--- src/rtl/txg_pkg.sv ---
package txg_pkg;

    // Controller states, in the order a fragment walks through them
    typedef enum logic [2:0] {
        TXG_IDLE,
        TXG_FIFO_WAIT,
        TXG_BEGIN_COPY,
        TXG_COPY,
        TXG_COPY_DONE
    } txg_state_e;

    // DMA latency is counted per block of 2**TXG_BLK_SHIFT bytes
    localparam int TXG_BLK_SHIFT = 6;

endpackage

--- src/rtl/txg_dma_timer.sv ---
module txg_dma_timer
    import txg_pkg::*;
#(
    parameter int LEN_W      = 15,
    parameter int LAT_W      = 16,
    parameter int DMA_DLY    = 10,
    parameter int DMA_FACTOR = 4
) (
    input  logic             clk,
    input  logic             rst_n,
    input  logic             load,
    input  logic [LEN_W-1:0] len,
    output logic             zero
);

    localparam int BLK_MASK = (1 << TXG_BLK_SHIFT) - 1;

    logic [LEN_W:0]   rounded;
    logic [LEN_W:0]   blocks;
    logic [LAT_W-1:0] lat;
    logic [LAT_W-1:0] cnt;

    // Round the length up to whole blocks, then scale by the per-block cost
    assign rounded = {1'b0, len} + (LEN_W+1)'(BLK_MASK);
    assign blocks  = rounded >> TXG_BLK_SHIFT;
    assign lat     = LAT_W'(DMA_DLY) + LAT_W'(blocks) * LAT_W'(DMA_FACTOR);

    always_ff @(posedge clk) begin
        if (!rst_n) begin
            cnt <= '0;
        end else if (load) begin
            cnt <= lat;
        end else if (cnt != '0) begin
            cnt <= cnt - 1'b1;
        end
    end

    assign zero = (cnt == '0);

endmodule

--- src/rtl/txg_len_fifo.sv ---
module txg_len_fifo #(
    parameter int DEPTH   = 8,
    parameter int LEN_W   = 15,
    parameter int CNT_W   = 16,
    parameter int LOW_THR = 4096
) (
    input  logic             clk,
    input  logic             rst_n,
    input  logic             push,
    input  logic [LEN_W-1:0] push_len,
    input  logic             pop_req,
    output logic [LEN_W-1:0] head_len,
    output logic             head_valid,
    output logic             slots_full,
    output logic [CNT_W-1:0] used_bytes,
    output logic             irq_txdone,
    output logic             irq_txfifo
);

    localparam int PTR_W = (DEPTH > 1) ? $clog2(DEPTH) : 1;
    localparam int NUM_W = $clog2(DEPTH + 1);

    logic [LEN_W-1:0] mem [DEPTH];
    logic [PTR_W-1:0] rd_ptr;
    logic [PTR_W-1:0] wr_ptr;
    logic [NUM_W-1:0] num;
    logic             push_fire;
    logic             pop_fire;
    logic [CNT_W-1:0] used_next;

    function automatic logic [PTR_W-1:0] bump(input logic [PTR_W-1:0] p);
        if (p == PTR_W'(DEPTH - 1)) begin
            return '0;
        end
        return p + 1'b1;
    endfunction

    assign slots_full = (num == NUM_W'(DEPTH));
    assign head_valid = (num != '0);
    assign head_len   = mem[rd_ptr];
    assign push_fire  = push && !slots_full;
    assign pop_fire   = pop_req && head_valid;

    always_comb begin
        used_next = used_bytes;
        if (push_fire) begin
            used_next = used_next + CNT_W'(push_len);
        end
        if (pop_fire) begin
            used_next = used_next - CNT_W'(head_len);
        end
    end

    always_ff @(posedge clk) begin
        if (push_fire) begin
            mem[wr_ptr] <= push_len;
        end
    end

    always_ff @(posedge clk) begin
        if (!rst_n) begin
            rd_ptr     <= '0;
            wr_ptr     <= '0;
            num        <= '0;
            used_bytes <= '0;
            irq_txdone <= 1'b0;
            irq_txfifo <= 1'b0;
        end else begin
            if (push_fire) begin
                wr_ptr <= bump(wr_ptr);
            end
            if (pop_fire) begin
                rd_ptr <= bump(rd_ptr);
            end
            case ({push_fire, pop_fire})
                2'b10:   num <= num + 1'b1;
                2'b01:   num <= num - 1'b1;
                default: num <= num;
            endcase
            used_bytes <= used_next;
            irq_txdone <= pop_fire;
            irq_txfifo <= pop_fire && (used_next <= CNT_W'(LOW_THR));
        end
    end

endmodule

--- src/rtl/txg_seq_ctrl.sv ---
module txg_seq_ctrl
    import txg_pkg::*;
#(
    parameter int ADDR_W  = 32,
    parameter int LEN_W   = 15,
    parameter int CNT_W   = 16,
    parameter int MAX_PKT = 16384
) (
    input  logic              clk,
    input  logic              rst_n,
    input  logic              tx_en,
    input  logic              cmd_wr,
    input  logic [ADDR_W-1:0] cmd_addr,
    input  logic [LEN_W-1:0]  cmd_len,
    input  logic              cmd_more,
    input  logic [CNT_W-1:0]  free_bytes,
    input  logic              slots_full,
    input  logic              tmr_zero,
    output logic              tmr_load,
    output logic              push,
    output logic [LEN_W-1:0]  push_len,
    output logic              dma_valid,
    output logic [ADDR_W-1:0] dma_addr,
    output logic [LEN_W-1:0]  dma_len,
    output logic [CNT_W-1:0]  dma_off,
    output logic [LEN_W:0]    done_word,
    output logic              busy,
    output logic              cmd_err,
    output logic              commit_fault,
    output logic              irq_txdata
);

    txg_state_e state_q;
    txg_state_e state_d;

    logic [ADDR_W-1:0] addr_q;
    logic [LEN_W-1:0]  len_q;
    logic              more_q;
    logic [CNT_W-1:0]  gathered_q;
    logic [CNT_W:0]    total;
    logic              space_ok;
    logic              commit_ok;

    // Bytes the packet will hold once this fragment lands
    assign total     = {1'b0, gathered_q} + (CNT_W+1)'(len_q);
    assign space_ok  = ({1'b0, free_bytes} >= total);
    assign commit_ok = !slots_full && (total <= (CNT_W+1)'(MAX_PKT));

    // Next-state selection
    always_comb begin
        state_d = state_q;
        unique case (state_q)
            TXG_IDLE:       if (cmd_wr && tx_en) state_d = TXG_FIFO_WAIT;
            TXG_FIFO_WAIT:  if (space_ok)        state_d = TXG_BEGIN_COPY;
            TXG_BEGIN_COPY:                      state_d = TXG_COPY;
            TXG_COPY:       if (tmr_zero)        state_d = TXG_COPY_DONE;
            TXG_COPY_DONE:                       state_d = TXG_IDLE;
            default:                             state_d = TXG_IDLE;
        endcase
    end

    // State register
    always_ff @(posedge clk) begin
        if (!rst_n) begin
            state_q <= TXG_IDLE;
        end else begin
            state_q <= state_d;
        end
    end

    // Outputs decoded from the state
    always_comb begin
        busy      = (state_q != TXG_IDLE);
        tmr_load  = (state_q == TXG_BEGIN_COPY);
        dma_valid = (state_q == TXG_COPY);
        push      = (state_q == TXG_COPY_DONE) && !more_q && commit_ok;
        push_len  = LEN_W'(total);
        dma_addr  = addr_q;
        dma_len   = len_q;
        dma_off   = gathered_q;
    end

    // Command capture, gathered length and completion reporting
    always_ff @(posedge clk) begin
        if (!rst_n) begin
            addr_q       <= '0;
            len_q        <= '0;
            more_q       <= 1'b0;
            gathered_q   <= '0;
            done_word    <= '0;
            cmd_err      <= 1'b0;
            commit_fault <= 1'b0;
            irq_txdata   <= 1'b0;
        end else begin
            cmd_err      <= 1'b0;
            commit_fault <= 1'b0;
            irq_txdata   <= 1'b0;
            if (cmd_wr) begin
                if (state_q != TXG_IDLE) begin
                    cmd_err <= 1'b1;
                end else begin
                    addr_q    <= cmd_addr;
                    len_q     <= cmd_len;
                    more_q    <= cmd_more;
                    done_word <= '0;
                end
            end
            if (state_q == TXG_COPY_DONE) begin
                done_word  <= {1'b1, len_q};
                irq_txdata <= 1'b1;
                if (more_q) begin
                    gathered_q <= gathered_q + CNT_W'(len_q);
                end else begin
                    gathered_q   <= '0;
                    commit_fault <= !commit_ok;
                end
            end
        end
    end

endmodule

--- src/rtl/txg_gather_engine.sv ---
module txg_gather_engine #(
    parameter int ADDR_W     = 32,
    parameter int MAX_PKT    = 16384,
    parameter int FIFO_BYTES = 32768,
    parameter int DEPTH      = 8,
    parameter int LOW_THR    = 4096,
    parameter int DMA_DLY    = 10,
    parameter int DMA_FACTOR = 4,
    parameter int LAT_W      = 16,
    localparam int LEN_W     = $clog2(MAX_PKT + 1),
    localparam int CNT_W     = $clog2(FIFO_BYTES + 1)
) (
    input  logic              clk,
    input  logic              rst_n,
    input  logic              tx_en,
    input  logic              cmd_wr,
    input  logic [ADDR_W-1:0] cmd_addr,
    input  logic [LEN_W-1:0]  cmd_len,
    input  logic              cmd_more,
    output logic              dma_rd_valid,
    output logic [ADDR_W-1:0] dma_rd_addr,
    output logic [LEN_W-1:0]  dma_rd_len,
    output logic [CNT_W-1:0]  dma_rd_off,
    input  logic              pkt_pop,
    output logic              pkt_avail,
    output logic [LEN_W-1:0]  pkt_len,
    output logic [CNT_W-1:0]  fifo_used,
    output logic [LEN_W:0]    done_word,
    output logic              busy,
    output logic              cmd_err,
    output logic              commit_fault,
    output logic              irq_txdata,
    output logic              irq_txdone,
    output logic              irq_txfifo
);

    logic             tmr_load;
    logic             tmr_zero;
    logic             push;
    logic [LEN_W-1:0] push_len;
    logic             slots_full;
    logic [CNT_W-1:0] free_bytes;

    assign free_bytes = CNT_W'(FIFO_BYTES) - fifo_used;

    txg_seq_ctrl #(
        .ADDR_W  (ADDR_W),
        .LEN_W   (LEN_W),
        .CNT_W   (CNT_W),
        .MAX_PKT (MAX_PKT)
    ) ctrl_i (
        .clk          (clk),
        .rst_n        (rst_n),
        .tx_en        (tx_en),
        .cmd_wr       (cmd_wr),
        .cmd_addr     (cmd_addr),
        .cmd_len      (cmd_len),
        .cmd_more     (cmd_more),
        .free_bytes   (free_bytes),
        .slots_full   (slots_full),
        .tmr_zero     (tmr_zero),
        .tmr_load     (tmr_load),
        .push         (push),
        .push_len     (push_len),
        .dma_valid    (dma_rd_valid),
        .dma_addr     (dma_rd_addr),
        .dma_len      (dma_rd_len),
        .dma_off      (dma_rd_off),
        .done_word    (done_word),
        .busy         (busy),
        .cmd_err      (cmd_err),
        .commit_fault (commit_fault),
        .irq_txdata   (irq_txdata)
    );

    txg_dma_timer #(
        .LEN_W      (LEN_W),
        .LAT_W      (LAT_W),
        .DMA_DLY    (DMA_DLY),
        .DMA_FACTOR (DMA_FACTOR)
    ) timer_i (
        .clk   (clk),
        .rst_n (rst_n),
        .load  (tmr_load),
        .len   (dma_rd_len),
        .zero  (tmr_zero)
    );

    txg_len_fifo #(
        .DEPTH   (DEPTH),
        .LEN_W   (LEN_W),
        .CNT_W   (CNT_W),
        .LOW_THR (LOW_THR)
    ) fifo_i (
        .clk        (clk),
        .rst_n      (rst_n),
        .push       (push),
        .push_len   (push_len),
        .pop_req    (pkt_pop),
        .head_len   (pkt_len),
        .head_valid (pkt_avail),
        .slots_full (slots_full),
        .used_bytes (fifo_used),
        .irq_txdone (irq_txdone),
        .irq_txfifo (irq_txfifo)
    );

endmodule

--- config.mk ---
export PLATFORM = sky130hd
export DESIGN_NAME = txg_gather_engine
export DESIGN_NICKNAME = d
export VERILOG_FILES = /design/src/rtl/txg_pkg.sv /design/src/rtl/txg_dma_timer.sv /design/src/rtl/txg_len_fifo.sv /design/src/rtl/txg_seq_ctrl.sv /design/src/rtl/txg_gather_engine.sv
export SDC_FILE = /design/constraint.sdc
export NUM_CORES = 1
export LEC_CHECK = 0
export ABC_AREA = 1
export ABC_CLOCK_PERIOD_IN_PS = 5100
export CAP_MARGIN = 40
export CORE_AREA = 2 2 161 202
export CTS_CLUSTER_SIZE = 28
export DETAILED_ROUTE_END_ITERATION = 7
export DIE_AREA = 0 0 163 204
export PLACE_DENSITY_LB_ADDON = 0.1
export SYNTH_ARGS = -nofsm -noshare
export SYNTH_HDL_FRONTEND = slang
export SYNTH_SLANG_ARGS = --single-unit
--- constraint.sdc ---
create_clock -name clk -period 5.1 [get_ports clk]
set_input_delay 1.02 -clock clk [delete_from_list [all_inputs] [get_ports clk]]
set_output_delay 1.02 -clock clk [all_outputs]
set_load 0.01 [all_outputs]
==> impl_metrics.toml <==
[floorplanning]
core_um2 = 31510
die_x_um = 163
die_area_um2 = 33250
rows = 73
initial_core_util = 0.4421
fp.dieH_um = 204
ioPinCount = 171

[clock_tree]
clk_latency_ns = 0.57
h-tree-depth = 1
cts_tree = "built"
cts_buffers = 27
cts_sinks = 253
clk_pin_slew_ns = 0.06
cts_buffer_depth = 3
root_buffer = "clkbuf_16"

[timing]
finalHoldViolCount = 0
final-setup-viol-count = 0
period_needed_ns = 4.674
tightest_slew_ns = 0.7599
maxSlewViolCount = 0
relSlewSlack = 0.4926
worst_clock_skew_ns = 0.01534
fin_crit_sh = 0.9164
setup_slack_ns = 0.4262
clock.fmax_ghz = 0.2140

[power_and_ir_drop]
clockPowerShare = 0.196
p_per_area_nw_per_um2 = 585.7
switchingPower_mw = 4.414
internal_power_mw = 5.707
comb_power_share = 0.530
seqPwrFrac = 0.274
ir_drop_v = 0.0003329
p_leak_nw = 7.328
power.total_mw = 10.12
switching_share = 0.4361

[grt]
grt_start_max_net_pins = 46
groute.usage.overall = 0.2502
antenna_found_initial = 0
grt_pass1_wl_mm = 65.39
overflow = 0
grt_pass1_vias = 12450

[detailed_routing]
via_count = 12320
wl_mm = 41.13
drc = 0
ant_nets = 0
avgRoutedWirePerCell_um = 17.38
dr_wl_met2_mm = 20.00
drt-met1-wl_mm = 17.63
top_layer = "met4"
drt_iter0_markers = 657
route.met3.wl_mm = 2.132
via_per_inst = 5.207
dr.pass1.iters = 4

[setup_path]
critPathSlowestCell = "fa_1"
path_common_cell = "nand2_1"
setup.worst_path.end_class = "register"
r2r_slack_ns = 0.43
critPathKind = "reg2reg"
slowest_delay_ns = 0.38
critPathMaxFanout = 5
critical_path.startpoint_type = "register"
crit_required_ns = 5.59
arrival_ns = 5.17

[logic_synthesis]
synth_cell_types = 62
synth_area_um2 = 13930
synth_top_flop_cell = "dfxtp_1"
syn-instance-count = 1746
ys_ff_latch = 253
synth_nets = 1872
synth_seq_area_share = 0.4498
ys_warn_count = 0
synth_edf_count = 120
syn_avg_cell_area_um2 = 7.979
synthArstFlopShare = 0

[placed_design]
post-place-ws_ns = 0.3033
postPlaceCellArea_um2 = 16310
gp_congestion = 0.9225
port_buffers = 170
hpwl_mm = 29.91

[finish]
final_cell_area_um2 = 17280
fillers = 2977
final_nets = 2059
final_core_util = 0.5483
area_growth_pct = 24.02
drive_above_1_share = 0.1013
diodes = 0

[min_path]
hold_class = "reg2reg"

[flow_run]
maxCapViolCount = 0

[status]
run_status = "finished, final reports clean"
[metal layers]
metal | vias to the layer above | track usage
li1 | 6199 | -
met1 | 5774 | 0.2996
met2 | 285 | 0.4469
met3 | 61 | 0.04830
met4 | 0 | 0.08565
met5 | - | 0
[power groups by stage]
stage	logic (mW)	clock network, mW	registers [mW]
after global routing	6.02	2.09	2.82
after CTS	5.33	2.01	2.77
after global placement	5.22	0	2.81
after floorplan	3.41	0	2.78
after detailed placement	5.30	0	2.81
final	5.37	1.98	2.78
[cells in the final DEF (no fill, tap or decap), types with 50 or more instances in the layout]
| master | count |
|---|---|
| nand2_1 | 326 |
| buf_4 | 50 |
| o21ai_0 | 130 |
| nand3_1 | 125 |
| clkdlybuf4s50_1 | 170 |
| nor2_1 | 169 |
| edfxtp_1 | 120 |
| inv_1 | 221 |
| dfxtp_1 | 132 |
| ha_1 | 65 |
| a21oi_1 | 118 |
[worst paths after layout]
path | to | start | depth (start not counted)
max | fifo_i.irq_txfifo | ctrl_i.dma_off[0] | 37
min | ctrl_i.dma_addr[18] | ctrl_i.dma_addr[18] | 2
max reg2reg | fifo_i.irq_txfifo | ctrl_i.dma_off[0] | 37
min reg2reg | ctrl_i.dma_addr[18] | ctrl_i.dma_addr[18] | 2
[through the flow]
stage	std cells	TNS, ns	hold WS, ns
after CTS	2364	0	0.4608
final	2366	0	0.4599
after floorplan	1746	0	0.4292
after global routing	2366	-0.04238	0.4729
after global placement	2311	0	0.4446
after detailed placement	2314	0	0.4532
[Yosys cell counts, types with 3 or more instances]
| cell | instances | area share |
|---|---|---|
| a31oi_1 | 6 | 0.0027 |
| buf_2 | 3 | 0.0011 |
| nor4_1 | 3 | 0.0013 |
| a21oi_2 | 6 | 0.0038 |
| o21bai_1 | 5 | 0.0027 |
| nand3b_1 | 5 | 0.0027 |
| nor2_4 | 3 | 0.0024 |
| or2_2 | 5 | 0.0022 |
| a21oi_1 | 119 | 0.043 |
| nor3_1 | 36 | 0.013 |
| ha_1 | 69 | 0.062 |
| inv_2 | 5 | 0.0013 |
| dfxtp_1 | 133 | 0.19 |
| edfxtp_1 | 120 | 0.26 |
| o211ai_1 | 4 | 0.0022 |
| nand4_1 | 20 | 0.0090 |
| clkbuf_1 | 54 | 0.015 |
| nor2_2 | 8 | 0.0036 |
| inv_1 | 221 | 0.060 |
| o21ai_1 | 3 | 0.0011 |
| nand3_2 | 14 | 0.010 |
| fa_1 | 4 | 0.0057 |
| nand3_1 | 125 | 0.045 |
| xor2_1 | 27 | 0.017 |
| o22ai_1 | 30 | 0.013 |
| a211oi_1 | 6 | 0.0032 |
| nor2_1 | 171 | 0.046 |
| nand2_2 | 31 | 0.014 |
| nand2_1 | 330 | 0.089 |
| xnor2_1 | 9 | 0.0057 |
| o21ai_0 | 132 | 0.047 |
[sequential cells by signal (all words and copies together), names as in the netlist, 3 cells and up, named ones only]
signal,flops
fifo_i.mem,120
ctrl_i.dma_addr,32
ctrl_i.dma_off,16
ctrl_i.done_word,16
fifo_i.used_bytes,16
timer_i.cnt,16
ctrl_i.dma_len,15
fifo_i.num,4
ctrl_i.state_q,3
fifo_i.rd_ptr,3
fifo_i.wr_ptr,3
[final cells by class]
cell class / instances / area [um2] / share of cell area
well taps: 412 / 515.5 / 0.02983
clock buffers: 35 / 725.7 / 0.04200
inverters: 229 / 862.1 / 0.04989
flip-flops and latches: 253 / 6267 / 0.3627
clock inverters: 15 / 157.7 / 0.009124
multi-input cells: 1200 / 6643 / 0.3844
repair buffers: 222 / 2108 / 0.1220
[cell families after synthesis]
group	count (synthesis)	share of synthesized area
fa+ha+maj	73	0.06771
buf+inv	293	0.08181
mux	1	0.0007185
flops	253	0.4498
xor+xnor	36	0.02263
compound gates	327	0.1292
simple gates	763	0.2481
[what timing repair did]
action	in CTS	in global routing
setup buffers	0	2
resized for setup	0	17
hold buffers	0	0
endpoints found under the setup margin	0	3
[worst max-delay path: cells and delay by family, from the launching register on]
| family | cells | cell delay, ns |
|---|---|---|
| buf+inv | 6 | 0.46 |
| simple gates | 21 | 1.57 |
| xor+xnor | 1 | 0.19 |
| fa+ha+maj | 4 | 1.27 |
| compound gates | 5 | 0.75 |
| flops | 1 | 0.35 |
(Power assumes the default switching activity.)
